==> src/rtl/cnt_pkg.sv <==
package cnt_pkg;

   typedef enum logic {
      CLR_ASYNC = 1'b0,
      CLR_SYNC  = 1'b1
   } clr_mode_e;

   typedef enum logic [1:0] {
      OP_HOLD  = 2'd0,
      OP_INCR  = 2'd1,
      OP_LOAD  = 2'd2,
      OP_CLEAR = 2'd3
   } cnt_op_e;

endpackage

==> src/rtl/cnt_next_state.sv <==
// Next-state selector of one counting stage: clear, then load, then count, then hold.
module cnt_next_state #(
   parameter int unsigned W = 4
) (
   input  logic [W-1:0] cur,
   input  logic [W-1:0] din,
   input  logic         clr_req,
   input  logic         ld_req,
   input  logic         inc_req,
   output logic [W-1:0] nxt
);
   import cnt_pkg::*;

   cnt_op_e op;

   always_comb begin
      if (clr_req)      op = OP_CLEAR;
      else if (ld_req)  op = OP_LOAD;
      else if (inc_req) op = OP_INCR;
      else              op = OP_HOLD;
   end

   always_comb begin
      unique case (op)
         OP_CLEAR: nxt = '0;
         OP_LOAD:  nxt = din;
         OP_INCR:  nxt = cur + W'(1);
         default:  nxt = cur;
      endcase
   end

endmodule

==> src/rtl/cnt_carry.sv <==
// Terminal-count decode of one stage, qualified by the T enable.
module cnt_carry #(
   parameter int unsigned W = 4
) (
   input  logic [W-1:0] cur,
   input  logic         en_t,
   output logic         rco
);
   logic full;

   assign full = &cur;
   assign rco  = en_t & full;

endmodule

==> src/rtl/cnt_stage.sv <==
// One counting stage; CLR_MODE chooses the register style.
module cnt_stage #(
   parameter int unsigned          W        = 4,
   parameter cnt_pkg::clr_mode_e   CLR_MODE = cnt_pkg::CLR_ASYNC
) (
   input  logic         clk,
   input  logic         clr_n,
   input  logic         ld_n,
   input  logic         en_p,
   input  logic         en_t,
   input  logic [W-1:0] din,
   output logic [W-1:0] q,
   output logic         rco
);
   import cnt_pkg::*;

   logic [W-1:0] q_r;
   logic [W-1:0] q_nxt;
   logic         inc;

   assign inc = en_p & en_t;

   cnt_next_state #(.W(W)) u_next (
      .cur     (q_r),
      .din     (din),
      .clr_req (~clr_n),
      .ld_req  (~ld_n),
      .inc_req (inc),
      .nxt     (q_nxt)
   );

   generate
      if (CLR_MODE == CLR_SYNC) begin : g_sync_clr
         always_ff @(posedge clk) begin
            q_r <= q_nxt;
         end
      end else begin : g_async_clr
         always_ff @(posedge clk or negedge clr_n) begin
            if (!clr_n) q_r <= '0;
            else        q_r <= q_nxt;
         end
      end
   endgenerate

   cnt_carry #(.W(W)) u_carry (
      .cur  (q_r),
      .en_t (en_t),
      .rco  (rco)
   );

   assign q = q_r;

endmodule

==> src/rtl/presettable_counter_chain.sv <==
// Chain of N_STAGES counting stages; each carry drives the next T enable.
module presettable_counter_chain #(
   parameter int unsigned        DIGIT_W  = 4,
   parameter int unsigned        N_STAGES = 1,
   parameter cnt_pkg::clr_mode_e CLR_MODE = cnt_pkg::CLR_ASYNC
) (
   input  logic                          clk,
   input  logic                          clr_n,
   input  logic                          load_n,
   input  logic                          cen_p,
   input  logic                          cen_t,
   input  logic [DIGIT_W*N_STAGES-1:0]   pdata,
   output logic [DIGIT_W*N_STAGES-1:0]   count,
   output logic                          carry_out
);
   localparam int unsigned TOT_W = DIGIT_W * N_STAGES;

   generate
      if (DIGIT_W < 1) begin : g_bad_width
         $error("presettable_counter_chain: DIGIT_W must be at least 1");
      end
      if (N_STAGES < 1) begin : g_bad_stages
         $error("presettable_counter_chain: N_STAGES must be at least 1");
      end
      if (TOT_W > 1024) begin : g_bad_total
         $error("presettable_counter_chain: total width above 1024 bits");
      end
   endgenerate

   logic [N_STAGES:0] t_chain;

   assign t_chain[0] = cen_t;

   generate
      for (genvar s = 0; s < N_STAGES; s++) begin : g_stage
         cnt_stage #(.W(DIGIT_W), .CLR_MODE(CLR_MODE)) u_stage (
            .clk   (clk),
            .clr_n (clr_n),
            .ld_n  (load_n),
            .en_p  (cen_p),
            .en_t  (t_chain[s]),
            .din   (pdata[s*DIGIT_W +: DIGIT_W]),
            .q     (count[s*DIGIT_W +: DIGIT_W]),
            .rco   (t_chain[s+1])
         );
      end
   endgenerate

   assign carry_out = t_chain[N_STAGES];

endmodule

==> config.mk <==
export PLATFORM = sky130hd
export DESIGN_NAME = presettable_counter_chain
export DESIGN_NICKNAME = d
export VERILOG_FILES = /design/src/rtl/cnt_pkg.sv /design/src/rtl/cnt_next_state.sv /design/src/rtl/cnt_carry.sv /design/src/rtl/cnt_stage.sv /design/src/rtl/presettable_counter_chain.sv
export SDC_FILE = /design/constraint.sdc
export NUM_CORES = 1
export LEC_CHECK = 0
export ABC_AREA = 1
export BUFFER_PORTS_ARGS = -buffer_cell sky130_fd_sc_hd__buf_2
export CAP_MARGIN = 20
export CORE_AREA = 5 5 42 44
export DETAILED_ROUTE_END_ITERATION = 6
export DIE_AREA = 0 0 47 49
export HOLD_SLACK_MARGIN = 0.06
export MAX_ROUTING_LAYER = met4
export PLACE_DENSITY = 0.43
export SYNTH_ARGS = -nofsm -noshare
export SYNTH_HDL_FRONTEND = slang
export SYNTH_SLANG_ARGS = --single-unit
==> constraint.sdc <==
create_clock -name clk -period 1.6 [get_ports clk]
set_clock_uncertainty 0.1 [all_clocks]
set_input_delay 0.24 -clock clk [delete_from_list [all_inputs] [get_ports clk]]
set_output_delay 0.24 -clock clk [all_outputs]
set_load 0.1 [all_outputs]
# After elaboration in Yosys (flattened, before gate mapping)
# Cells that the tools add are included.
word_totals:
  ff_bits: 4
  inputBits: 9
  output_inout_bits: 5
  elab_cells: 13
classes:
  n_addsub: 1
  eq_ne: 3
  n_mux: 4
  bitwise_logic: 2
  n_reduce_logical: 2
ops:
  columns: ["cell", "count"]
  rows:
  - ["$pmux W4 S3", 1]
  - ["$add A4 B1 Y4 const B", 1]
  - ["$eq A2 B2 Y1 const B", 2]
  - ["$mux W2", 2]
  - ["$reduce_and A4 Y1", 1]
  - ["$reduce_bool A3 Y1", 1]
  - ["$and A1 B1 Y1", 2]
  - ["$eq A2 B1 Y1 const B", 1]
  - ["$mux W1", 1]

# Depth between registers and ports, before layout
# Gate-level depths: netlist (run 1).
depth:
  depth_word: 6
  mapped_depth: 5
  ltp_nobuf: 5

# By module
# A second synthesis (run 1) with hierarchy kept.
hier_totals:
  cells_unflattened: 44
  area_unflattened_um2: 325.3
by_module_without_submodules:
  columns: ["mod", "instances", "cells_each", "area_each_um2", "seq_area_each_um2"]
  rows:
  - ["cnt_next_state", 1, 33, 197.7, 0.0]
  - ["cnt_stage", 1, 8, 115.1, 100.1]
  - ["cnt_carry", 1, 3, 12.5, 0.0]

# Least setup slack after synthesis (run 1)
# OpenSTA, ideal clock, no wires.
synth_path:
  path_kind: "reg2out"
  startpoint: "register g_stage[0].u_stage.q_r[0]"
  endpoint: "output port carry_out"
  arrival_time_ps: 2637
  t_required_ps: 1260
  setup_slack_ps: -1377
  stages_incl_launch_ff: 4
  n_path_buf: 0
  path_cell_list: "dfrtp_1 -> ha_1 -> nand2_1 -> nor2_1"
synth_between:
  elab_chain_len: 2
synth_rtl:
  columns: ["element", "line", "source"]
  rows:
  - ["from (decl)", "cnt_stage.sv:17", "logic [W-1:0] q_r;"]
  - ["from (signal assigned)", "cnt_stage.sv:40", "else q_r <= q_nxt;"]
  - ["$reduce_and A4 Y1", "cnt_carry.sv:11", "assign full = &cur;"]
  - ["$and A1 B1 Y1", "cnt_carry.sv:12", "assign rco = en_t & full;"]
  - ["to (decl)", "presettable_counter_chain.sv:14", "output logic carry_out"]
# No other way between the ends.

# Worst setup path in the final report (run 1)
# Ends and elaborated chain as after synthesis.

==> summary.txt, run 1 <==
Outcome
  • Status: finished, final reports clean

GRT
  • Total track usage: 0.0803
  • Vias in the first global route: approximately 300
  • First-pass GRT wire length: ~1300 microns
  • Initial antenna violation count: 0
  • Congestion Overflow GR: 0
  • Largest net degree at the start of global routing: 14

STA
  • RSZ-0062 raised after global routing: false
  • Final Hold Fails: 0
  • Final setup violation count: 0
  • Final Max Tran Viols: 0
  • Final period util: 0.955
  • Setup TNS: 0 ns
  • Worst slew pin tran: 0.493 ns
  • Max Fclk: 0.654 GHz
  • Hold Slack: ~0.15 ns
  • Fin crit period: ~1.5 ns
  • Post-route setup slack: just over 0.07 ns
  • Max_slew headroom: 0.674

Drt
  • Post-route DRC violation count: 0
  • Routed vias: approximately 300
  • Routed Wire Length: around 770 microns
  • Drt pass-1 iters: 4
  • Wire per inst: between 10 and 15 microns
  • Routed Antenna Nets: 0
  • Vias per cell: around 4.5
  • Initial DRC count: 2

Min path
  • Type of the tightest min-delay check: input pin to flip-flop

Layout
  • Final net count: 64
  • FF/Latch Area: between 100 and 150 sq um
  • Multi-input logic area: ~190 sq um
  • Antenna cell count: 0
  • Area grow syn2layout: 58.4%
  • Max reg flops: 4
  • Filler Cell Count: 164
  • Final std cells w/o fill: just under 70
  • Fraction of layout cells with a size suffix above 1: 0.558

Placed design
  • Number of port buffers: 13
  • Placed cell count: 64
  • Post-Place Setup Slack: about 0.28 ns
  • Final Wtd Congestion: about 0.69
  • Detailed placer's ending HPWL: 628 microns

Yosys
  • EDFF count, synth: 0
  • Synth Cell Area: ~280 sq um
  • Most area-consuming cells after synthesis: dfrtp_1 (35%), nand3_1 (14%), nand4_1 (11%)
  • Seq/Total Area, Yosys: 0.354
  • Asr flop ratio synth: 1.00
  • Dominant cell by count in the synthesized netlist: nand3_1
  • Ys Warns: 0
  • Share of the synthesized area in the top cell type: 0.354
  • FF+latch count, synth: 4
  • Cell variety after synth: 12
  • Post-Syn Instances: 36
  • Mapped Nets: 46
  • Top cells by count, synth: nand3_1 (8), nand2_1 (7), nand4_1 (5)
  • Most used DFF post-synth: dfrtp_1
  • Post-synth top area cell: dfrtp_1
  • Mean Syn Cell Area: around 7.9 sq um

Setup path
  • Crit path capture type: output pin
  • Setup slack, reg-to-reg: ~0.28 ns
  • Worst Path Required: around 1.3 ns
  • Critical Path Source Type: flip-flop
  • Crit path DAT: ~1.2 ns
  • Critical path fanouts, max: 6
  • WS Path Type: flip-flop to output pin

Power and ir drop
  • PwrDens: between 800 and 900 nW/um^2
  • Static Leakage: 0.215 nW
  • Overall power: ~0.36 mW
  • Worst vdd ir: a little under 0.3 mV

Floorplanning
  • Core Area: ~1400 sq um
  • Row count: 14
  • Die Y: 49 microns
  • Die width: approximately 47 microns
  • Initial core utilization: 0.202
  • # IOs: 14
  • Die area: ~2300 sq um

Clock tree
  • TritonCTS clock tree: done
  • CTS H-tree lvls: 1
  • CTS sink cnt: 4
  • CTS Buf Count: 3
  • CTS clock-pin slew for the worst setup and hold paths: about 0.040 ns
  • Root buffer cell: clkbuf_4
  • Worst skew pair latency: about 0.24 ns
  • CTS max path bufs: 2

Job
  • Max Cap Viol: 0
## power by group
group / internal (mW) / leakage, nW / total, mW / switching, mW
Combinational: 0.0256 / 0.154 / 0.104 / 0.0788
Clock: 0.0842 / 0.0138 / 0.130 / 0.0459
Sequential: 0.112 / 0.0466 / 0.125 / 0.0124
## layout by cell type, fill, tap and decap left out
| cell type | instances |
|---|---|
| dfrtp_2 | 1 |
| clkbuf_4 | 3 |
| dfrtp_4 | 3 |
| nand2_4 | 1 |
| buf_2 | 12 |
| buf_12 | 1 |
| nor2_4 | 2 |
| nand2_2 | 2 |
| nand4_1 | 5 |
| dlygate4sd3_1 | 1 |
| nand3_1 | 8 |
| nand2_1 | 6 |
| ha_4 | 1 |
| or2_2 | 1 |
| inv_1 | 3 |
| nand3_2 | 2 |
## what timing repair did
item,in CTS,in global routing
hold endpoints to repair,4,0
setup endpoints to repair,0,0
resized for setup,0,0
buffers inserted,0,0
hold buffers,1,0
## cells by family after synthesis
family                     share of synthesized area
adders and majority gates                     0.0442
buffers and inverters                         0.0664
DFF                                            0.354
and+or+nand+nor                                0.535
## critical path, stage by stage (launching register included)
cell and delay [ns]:
dfrtp_4 0.51, ha_4 0.18, nand2_4 0.07, nor2_4 0.04, buf_12 0.16
## per-stage QoR
stage	area, sq um	util
after floorplan	323	-
after global placement	415	0.296
after detailed placement	415	0.296
after CTS	448	0.320
after global routing	448	0.320
final	448	0.320
## worst paths after layout
kind,depth (start not counted),to,from
setup / recovery,4,carry_out,g_stage[0].u_stage.q[0]
hold / removal,3,g_stage[0].u_stage.q[1],pdata[1]
setup reg to reg,4,g_stage[0].u_stage.q[2],g_stage[0].u_stage.q[0]
hold reg to reg,2,g_stage[0].u_stage.q[3],g_stage[0].u_stage.q[3]
max in group asynchronous,2,g_stage[0].u_stage.q[3],clr_n
min in group asynchronous,2,g_stage[0].u_stage.q[1],clr_n
## final cells by class
| class | instances | share of cell area |
|---|---|---|
| multi-input cells | 28 | 0.427 |
| flip-flops and latches | 4 | 0.251 |
| repair buffers | 14 | 0.201 |
| clock buffers | 3 | 0.0503 |
| well taps | 16 | 0.0447 |
| inverters | 3 | 0.0251 |
## metal layers
layer	wire, microns	track usage	vias up
met5	0	-	-
met4	0	0.0415	0
met3	58	0.0258	0
met2	360	0.0995	10
met1	355	0.113	135
li1	-	-	158
Power figures use the tool's default switching activity.
==> inputs of run 2 (changes only) <==
--- a/config.mk
+++ b/config.mk
@@ -11,9 +11,11 @@
 export CORE_AREA = 5 5 42 44
 export DETAILED_ROUTE_END_ITERATION = 6
 export DIE_AREA = 0 0 47 49
+export GPL_ROUTABILITY_DRIVEN = 0
 export HOLD_SLACK_MARGIN = 0.06
 export MAX_ROUTING_LAYER = met4
-export PLACE_DENSITY = 0.43
+export PLACE_DENSITY = 0.47
 export SYNTH_ARGS = -nofsm -noshare
 export SYNTH_HDL_FRONTEND = slang
+export SYNTH_HIERARCHICAL = 1
 export SYNTH_SLANG_ARGS = --single-unit
==> run 2 against run 1 <==
Effect of this change: die area did not move; combinational power increased by 21%; sequential share of layout area shrank 1.4 points; worst setup slack better by 0.076 ns; global-route usage is 0.22 points higher; fmax rose by 5.2%; critical path type unchanged; critical endpoint is now count[0]; largest power group is now sequential cells; highest routed layer unchanged.
==> summary.txt, run 2 <==
Outcome
  • Status: finished, final reports clean (unchanged)

Setup path
  • Crit path DAT: 1.11 ns (was 1.19 ns)
  • Worst Path Required: 1.26 ns (about the same)
  • Family with the most delay on the worst path: flip-flops (unchanged)
  • Worst path slowest cell: dfrtp_4 (unchanged)
  • R2R depth: 4 (unchanged)
  • Setup slack, reg-to-reg: 0.39 ns (was 0.28 ns)
  • Critical Path Source Type: flip-flop (unchanged)
  • RR Startpoint: g_stage[0].u_stage/q[0] (was g_stage[0].u_stage.q[0])
  • Critical path fanouts, max: 7 (was 6)
  • WS Path Type: flip-flop to output pin (unchanged)
  • Buf/Inv on CP: 1 (unchanged)
  • Crit path capture type: output pin (unchanged)
  • CP Cell Sequence: buf_2 (was ha_4, nand2_4, nor2_4, buf_12)
  • Slowest stage delay, CP: 0.44 ns (was 0.51 ns)
  • Worst flop-to-flop path endpoint: g_stage[0].u_stage/q[2] (was g_stage[0].u_stage.q[2])

Drt
  • Post-route DRC violation count: 0 (unchanged)
  • Routed Antenna Nets: 0 (unchanged)
  • Routed vias: 312 (was 303)
  • Drt pass-1 iters: 3 (was 4)
  • Wire per inst: 9.51 microns (was 11.4 microns)
  • Initial DRC count: 3 (was 2)
  • Vias per cell: 4.05 (was 4.46)
  • Routed Wire Length: 732 microns (was 774 microns)

Clock tree
  • CTS-repair resized insts: 0 (unchanged)
  • TritonCTS clock tree: done (unchanged)
  • Root buffer cell: clkbuf_4 (unchanged)
  • CTS Buf Count: 3 (unchanged)
  • CTS max path bufs: 2 (unchanged)
  • Setup bufs post-CTS: 0 (unchanged)
  • Hold Buf Count CTS: 1 (unchanged)
  • CTS clock-pin slew for the worst setup and hold paths: 0.04 ns (about the same)
  • CTS H-tree lvls: 1 (unchanged)
  • Worst skew pair latency: 0.24 ns (about the same)
  • CTS sink cnt: 4 (unchanged)

STA
  • Fin crit period: 1.45 ns (was 1.53 ns)
  • Final period util: 0.908 (was 0.955)
  • Max_slew headroom: 0.678 (was 0.674)
  • RSZ-0062 raised after global routing: false (unchanged)
  • Worst slew pin tran: 0.486 ns (was 0.493 ns)
  • Final Hold Fails: 0 (unchanged)
  • Max Fclk: 0.688 GHz (was 0.654 GHz)
  • Final Max Tran Viols: 0 (unchanged)
  • Final setup violation count: 0 (unchanged)
  • Post-route setup slack: 0.147 ns (was 0.0713 ns)

Floorplanning
  • Row count: 14 (unchanged)
  • # IOs: 14 (unchanged)
  • Die width: 47 microns (unchanged)
  • Initial core utilization: 0.232 (was 0.202)
  • Die area: 2300 sq um (unchanged)
  • Die Y: 49 microns (unchanged)
  • Core Area: 1400 sq um (unchanged)

Yosys
  • Most area-consuming cells after synthesis: dfrtp_1 (31%), nand2_1 (15%), nand3_2 (9.2%) (was dfrtp_1 (35%), nand3_1 (14%), nand4_1 (11%))
  • Asr flop ratio synth: 1.00 (unchanged)
  • Dominant cell by count in the synthesized netlist: nand2_1 (was nand3_1)
  • Cell variety after synth: 15 (was 12)
  • Seq/Total Area, Yosys: 0.308 (was 0.354)
  • FF+latch count, synth: 4 (unchanged)
  • Post-Syn Instances: 44 (was 36)
  • Top cells by count, synth: nand2_1 (13), inv_1 (5), dfrtp_1 (4), nand3_1 (4) (was nand3_1 (8), nand2_1 (7), nand4_1 (5))
  • EDFF count, synth: 0 (unchanged)
  • Synth Cell Area: 325 sq um (was 283 sq um)
  • Post-synth top area cell: dfrtp_1 (unchanged)
  • Ys Warns: 6 (was 0)
  • Share of the synthesized area in the top cell type: 0.308 (was 0.354)
  • Mean Syn Cell Area: 7.39 sq um (was 7.85 sq um)
  • Mapped Nets: 54 (was 46)
  • Most used DFF post-synth: dfrtp_1 (unchanged)

Placed design
  • Placed instance area: 453 sq um (was 415 sq um)
  • Number of port buffers: 13 (unchanged)
  • Detailed placer's ending HPWL: 596 microns (was 628 microns)
  • Post-Place Setup Slack: 0.397 ns (was 0.279 ns)

Min path
  • Hold Path Origin: pdata[0] (was pdata[1])
  • Hold Path Depth: 3 (unchanged)
  • Hold endpoint: g_stage[0].u_stage/q[0] (was g_stage[0].u_stage.q[1])
  • Type of the tightest min-delay check: input pin to flip-flop (unchanged)

GRT
  • Vias in the first global route: 334 (was 298)
  • Total track usage: 0.0825 (was 0.0803)
  • Largest net degree at the start of global routing: 8 (was 14)
  • Initial antenna violation count: 0 (unchanged)
  • First-pass GRT wire length: 1320 microns (was 1300 microns)
  • Congestion Overflow GR: 0 (unchanged)

Layout
  • Antenna cell count: 0 (unchanged)
  • Area grow syn2layout: 49.2% (was 58.4%)
  • Commonest non-fill, non-tap cell in the layout: nand2_1 (was buf_2)
  • Final core utilization: 0.346 (was 0.320)
  • Max reg flops: 4 (unchanged)
  • Finished Cell Area: 485 sq um (was 448 sq um)
  • Fraction of layout cells with a size suffix above 1: 0.574 (was 0.558)
  • Commonest non-fill, non-tap cells in the layout: nand2_1 (13), buf_2 (12), inv_1 (5), dfrtp_4 (4), nand3_2 (4) (was buf_2 (12), nand3_1 (8), nand2_1 (6), nand4_1 (5))
  • Filler Cell Count: 156 (was 164)
  • Final net count: 73 (was 64)

Power and ir drop
  • Combinational power share: 0.330 (was 0.291)
  • Overall power: 0.382 mW (was 0.359 mW)
  • PwrDens: 786 nW/um^2 (was 802 nW/um^2)
  • Static Leakage: 0.259 nW (was 0.215 nW)
  • Net Switching: 0.152 mW (was 0.137 mW)
  • Worst vdd ir: 0.282 mV (was 0.294 mV)
  • Pint: 0.229 mW (was 0.222 mW)
  • Flop pwr share: 0.338 (was 0.347)
  • Switching part of the total: 0.399 (was 0.382)
  • Clk network pwr share: 0.331 (was 0.362)

Job
  • Max Cap Viol: 0 (unchanged)
run 2: metrics by stage:
| step | TNS, ns | hold WS, ns | instances |
|---|---|---|---|
| 2_1_floorplan | -0.00621 | -0.156 | 44 |
| 3_3_place_gp | 0 | -0.0406 | 73 |
| 3_5_place_dp | 0 | -0.0423 | 73 |
| 4_1_cts | 0 | 0.107 | 77 |
| 5_1_grt | 0 | 0.121 | 77 |
| 6_report | 0 | 0.114 | 77 |
run 2: worst max-delay path by stage:
stage                            start                      end  cells after the start
3_3_place_gp   g_stage[0].u_stage/q[0]  g_stage[0].u_stage/q[2]                      4
6_report       g_stage[0].u_stage/q[0]                 count[0]                      1
5_1_grt                          clr_n  g_stage[0].u_stage/q[2]                      8
2_1_floorplan  g_stage[0].u_stage/q[2]                carry_out                      2
3_5_place_dp   g_stage[0].u_stage/q[0]                 count[0]                      1
4_1_cts        g_stage[0].u_stage/q[0]                 count[0]                      1
run 2: cell families after synthesis:
family | count (synthesis) | synth area share
adders and majority gates | 1 | 0.0385
buffers and inverters | 9 | 0.112
xor gates and xnor gates | 1 | 0.0269
DFF | 4 | 0.308
and+or+nand+nor | 29 | 0.515
run 2: power by group through the flow:
stage	Clock, mW	Combinational, mW	Sequential (mW)
final	0.126	0.126	0.129
after detailed placement	0	0.125	0.130
after floorplan	0	0.0389	0.188
after global routing	0.136	0.136	0.132
after CTS	0.134	0.128	0.129
after global placement	0	0.125	0.130
run 2: worst register-to-register path, delay by kind of cell, from the launching register on:
kind	cells	cell delay (ns)
XOR/XNOR	1	0.14
AND/OR/NAND/NOR	2	0.13
flip-flops	1	0.50
adder cells (fa/ha/maj)	1	0.22
run 2: area by class of cell:
class | instances | area, sq um | share of cell area
Timing Repair Buffer | 14 | 90.1 | 0.186
Tap cell | 16 | 20.0 | 0.0412
Multi-Input combinational cell | 31 | 201 | 0.415
Inverter | 9 | 36.3 | 0.0747
Sequential cell | 4 | 115 | 0.237
Clock buffer | 3 | 22.5 | 0.0464
run 2: layer usage:
layer / GRT usage / part of all wire / vias up
li1: - / - / 170
met1: 0.0998 / 0.43 / 136
met2: 0.115 / 0.52 / 6
met3: 0 / 0.041 / 0
met4: 0.0829 / 0 / 0
met5: - / 0 / -
==> inputs of run 3 (changes only) <==
--- a/config.mk
+++ b/config.mk
@@ -7,7 +7,7 @@
 export LEC_CHECK = 0
 export ABC_AREA = 1
 export BUFFER_PORTS_ARGS = -buffer_cell sky130_fd_sc_hd__buf_2
-export CAP_MARGIN = 20
+export CAP_MARGIN = 10
 export CORE_AREA = 5 5 42 44
 export DETAILED_ROUTE_END_ITERATION = 6
 export DIE_AREA = 0 0 47 49
@@ -15,6 +15,7 @@
 export HOLD_SLACK_MARGIN = 0.06
 export MAX_ROUTING_LAYER = met4
 export PLACE_DENSITY = 0.47
+export RECOVER_POWER = 100
 export SYNTH_ARGS = -nofsm -noshare
 export SYNTH_HDL_FRONTEND = slang
 export SYNTH_HIERARCHICAL = 1
==> run 3 against run 2 <==
Effect of this change: fmax decreased by 2.6%; non-clock buffer count unchanged; global-route usage unchanged; sequential share of layout area increased by 0.89 points; critical path type unchanged; critical endpoint is now carry_out; highest routed layer unchanged.
==> summary.txt, run 3 (synthesis gave the netlist of run 2 again) <==
Clock tree
  • CTS max path bufs: 2 (unchanged)
  • CTS-repair resized insts: 0 (unchanged)
  • CTS Buf Count: 3 (unchanged)
  • CTS clock-pin slew for the worst setup and hold paths: 0.04 ns (about the same)
  • CTS H-tree lvls: 1 (unchanged)
  • CTS sink cnt: 4 (unchanged)
  • TritonCTS clock tree: done (unchanged)
  • Worst skew pair latency: 0.24 ns (about the same)
  • Root buffer cell: clkbuf_4 (unchanged)

Layout
  • Commonest non-fill, non-tap cell in the layout: nand2_1 (unchanged)
  • Max reg flops: 4 (unchanged)
  • Multi-input logic area: 196 sq um (was 201 sq um)
  • Final net count: 73 (unchanged)
  • Antenna cell count: 0 (unchanged)
  • Filler Cell Count: 159 (was 156)
  • Fraction of layout cells with a size suffix above 1: 0.574 (unchanged)
  • Area grow syn2layout: 43.8% (was 49.2%)
  • Commonest non-fill, non-tap cells in the layout: nand2_1 (13), buf_2 (8), inv_1 (5) (was nand2_1 (13), buf_2 (12), inv_1 (5), dfrtp_4 (4), nand3_2 (4))
  • FF/Latch Area: 115 sq um (unchanged)

GRT
  • First-pass GRT wire length: 1320 microns (unchanged)
  • Initial antenna violation count: 0 (unchanged)
  • Largest net degree at the start of global routing: 8 (unchanged)
  • Total track usage: 0.0825 (unchanged)
  • Congestion Overflow GR: 0 (unchanged)
  • Vias in the first global route: 334 (unchanged)

Min path
  • Type of the tightest min-delay check: input pin to flip-flop (unchanged)

Job
  • Max Cap Viol: 0 (unchanged)

Setup path
  • Worst path slowest cell: dfrtp_4 (unchanged)
  • Critical Path Source Type: flip-flop (unchanged)
  • Buf/Inv on CP: 1 (unchanged)
  • Crit path capture type: output pin (unchanged)
  • Setup slack, reg-to-reg: 0.39 ns (about the same)
  • CP Cell Sequence: nand3_2, nor2_4, buf_4 (was buf_2)
  • Family with the most delay on the worst path: flip-flops (unchanged)
  • Worst Path Required: 1.26 ns (about the same)
  • Crit path DAT: 1.15 ns (was 1.11 ns)
  • Slowest stage delay, CP: 0.44 ns (about the same)
  • Critical path fanouts, max: 6 (was 7)
  • WS Path Type: flip-flop to output pin (unchanged)

Drt
  • Routed vias: 315 (was 312)
  • Initial DRC count: 3 (unchanged)
  • Post-route DRC violation count: 0 (unchanged)
  • Drt pass-1 iters: 3 (unchanged)
  • Wire per inst: 9.44 microns (was 9.51 microns)
  • Routed Antenna Nets: 0 (unchanged)
  • Vias per cell: 4.09 (was 4.05)
  • Routed Wire Length: 727 microns (was 732 microns)

STA
  • Worst slew pin tran: 0.542 ns (was 0.486 ns)
  • Setup TNS: 0 ns (unchanged)
  • Fin crit period: 1.49 ns (was 1.45 ns)
  • Max Fclk: 0.671 GHz (was 0.688 GHz)
  • Max_slew headroom: 0.640 (was 0.678)
  • RSZ-0062 raised after global routing: false (unchanged)
  • Final setup violation count: 0 (unchanged)
  • Final Hold Fails: 0 (unchanged)
  • Post-route setup slack: 0.109 ns (was 0.147 ns)
  • Final period util: 0.932 (was 0.908)
  • Final Max Tran Viols: 0 (unchanged)

Floorplanning
  • Initial core utilization: 0.232 (unchanged)
  • Core Area: 1400 sq um (unchanged)
  • Die Y: 49 microns (unchanged)
  • Die area: 2300 sq um (unchanged)
  • # IOs: 14 (unchanged)
  • Die width: 47 microns (unchanged)
  • Row count: 14 (unchanged)

Placed design
  • Detailed placer's ending HPWL: 596 microns (unchanged)
  • Post-Place Setup Slack: 0.397 ns (unchanged)
  • Number of port buffers: 13 (unchanged)

Power and ir drop
  • Worst vdd ir: 0.279 mV (was 0.282 mV)
  • PwrDens: 813 nW/um^2 (was 786 nW/um^2)
  • Static Leakage: 0.250 nW (was 0.259 nW)

Outcome
  • Status: finished, final reports clean (unchanged)
[run 3: changes by cell type in the layout (fill, tap and decap cells not counted)]
cell,delta
buf_4,+1
nand2_2,+1
clkbuf_2,+4
buf_12,-1
buf_2,-4
nand2_4,-1
[run 3: final timing paths]
kind | startpoint | to | depth (start not counted)
max | g_stage[0].u_stage/q[2] | carry_out | 3
min | pdata[0] | g_stage[0].u_stage/q[0] | 3
max reg2reg | g_stage[0].u_stage/q[0] | g_stage[0].u_stage/q[2] | 4
min reg2reg | g_stage[0].u_stage/q[2] | g_stage[0].u_stage/q[2] | 2
max in group asynchronous | clr_n | g_stage[0].u_stage/q[3] | 2
min in group asynchronous | clr_n | g_stage[0].u_stage/q[0] | 2
[run 3: final cells by class]
class,count,area share
flip-flops and latches,4,0.246
clock buffers,3,0.0481
multi-input cells,31,0.420
repair buffers,14,0.166
inverters,9,0.0775
well taps,16,0.0428
[run 3: routing by layer]
metal  up-vias  share of wire  GRT usage  routed length [microns]
li1        170              -          -                        -
met2         6           0.53      0.115                      384
met1       139           0.42     0.0998                      308
met5         -              0          -                        0
met3         0          0.047          0                       34
met4         0              0     0.0829                        0
[run 3: report_power, final]
part           internal, mW  switching, mW
Combinational        0.0293         0.0949
Clock                0.0840         0.0428
Sequential            0.115         0.0143
[run 3: stage by stage]
stage	util	cells	area [sq um]	hold WS, ns	power, mW
floorplan	-	44	353	-0.156	0.227
global placement	0.323	73	453	-0.0406	0.255
detailed placement	0.323	73	453	-0.0423	0.255
CTS	0.346	77	485	0.107	0.391
global route	0.334	77	468	0.121	0.402
finish	0.334	77	468	0.114	0.380
[run 3: worst reg2reg max path, stage by stage (launching register included)]
cell	delay (ns)
dfrtp_4	0.50
ha_1	0.22
xor2_1	0.14
nand2_1	0.07
nand3_2	0.06
[run 3: timing repair]
item,4_1_cts,5_1_grt
setup buffers,0,0
hold endpoints to repair,4,0
hold buffers,1,0
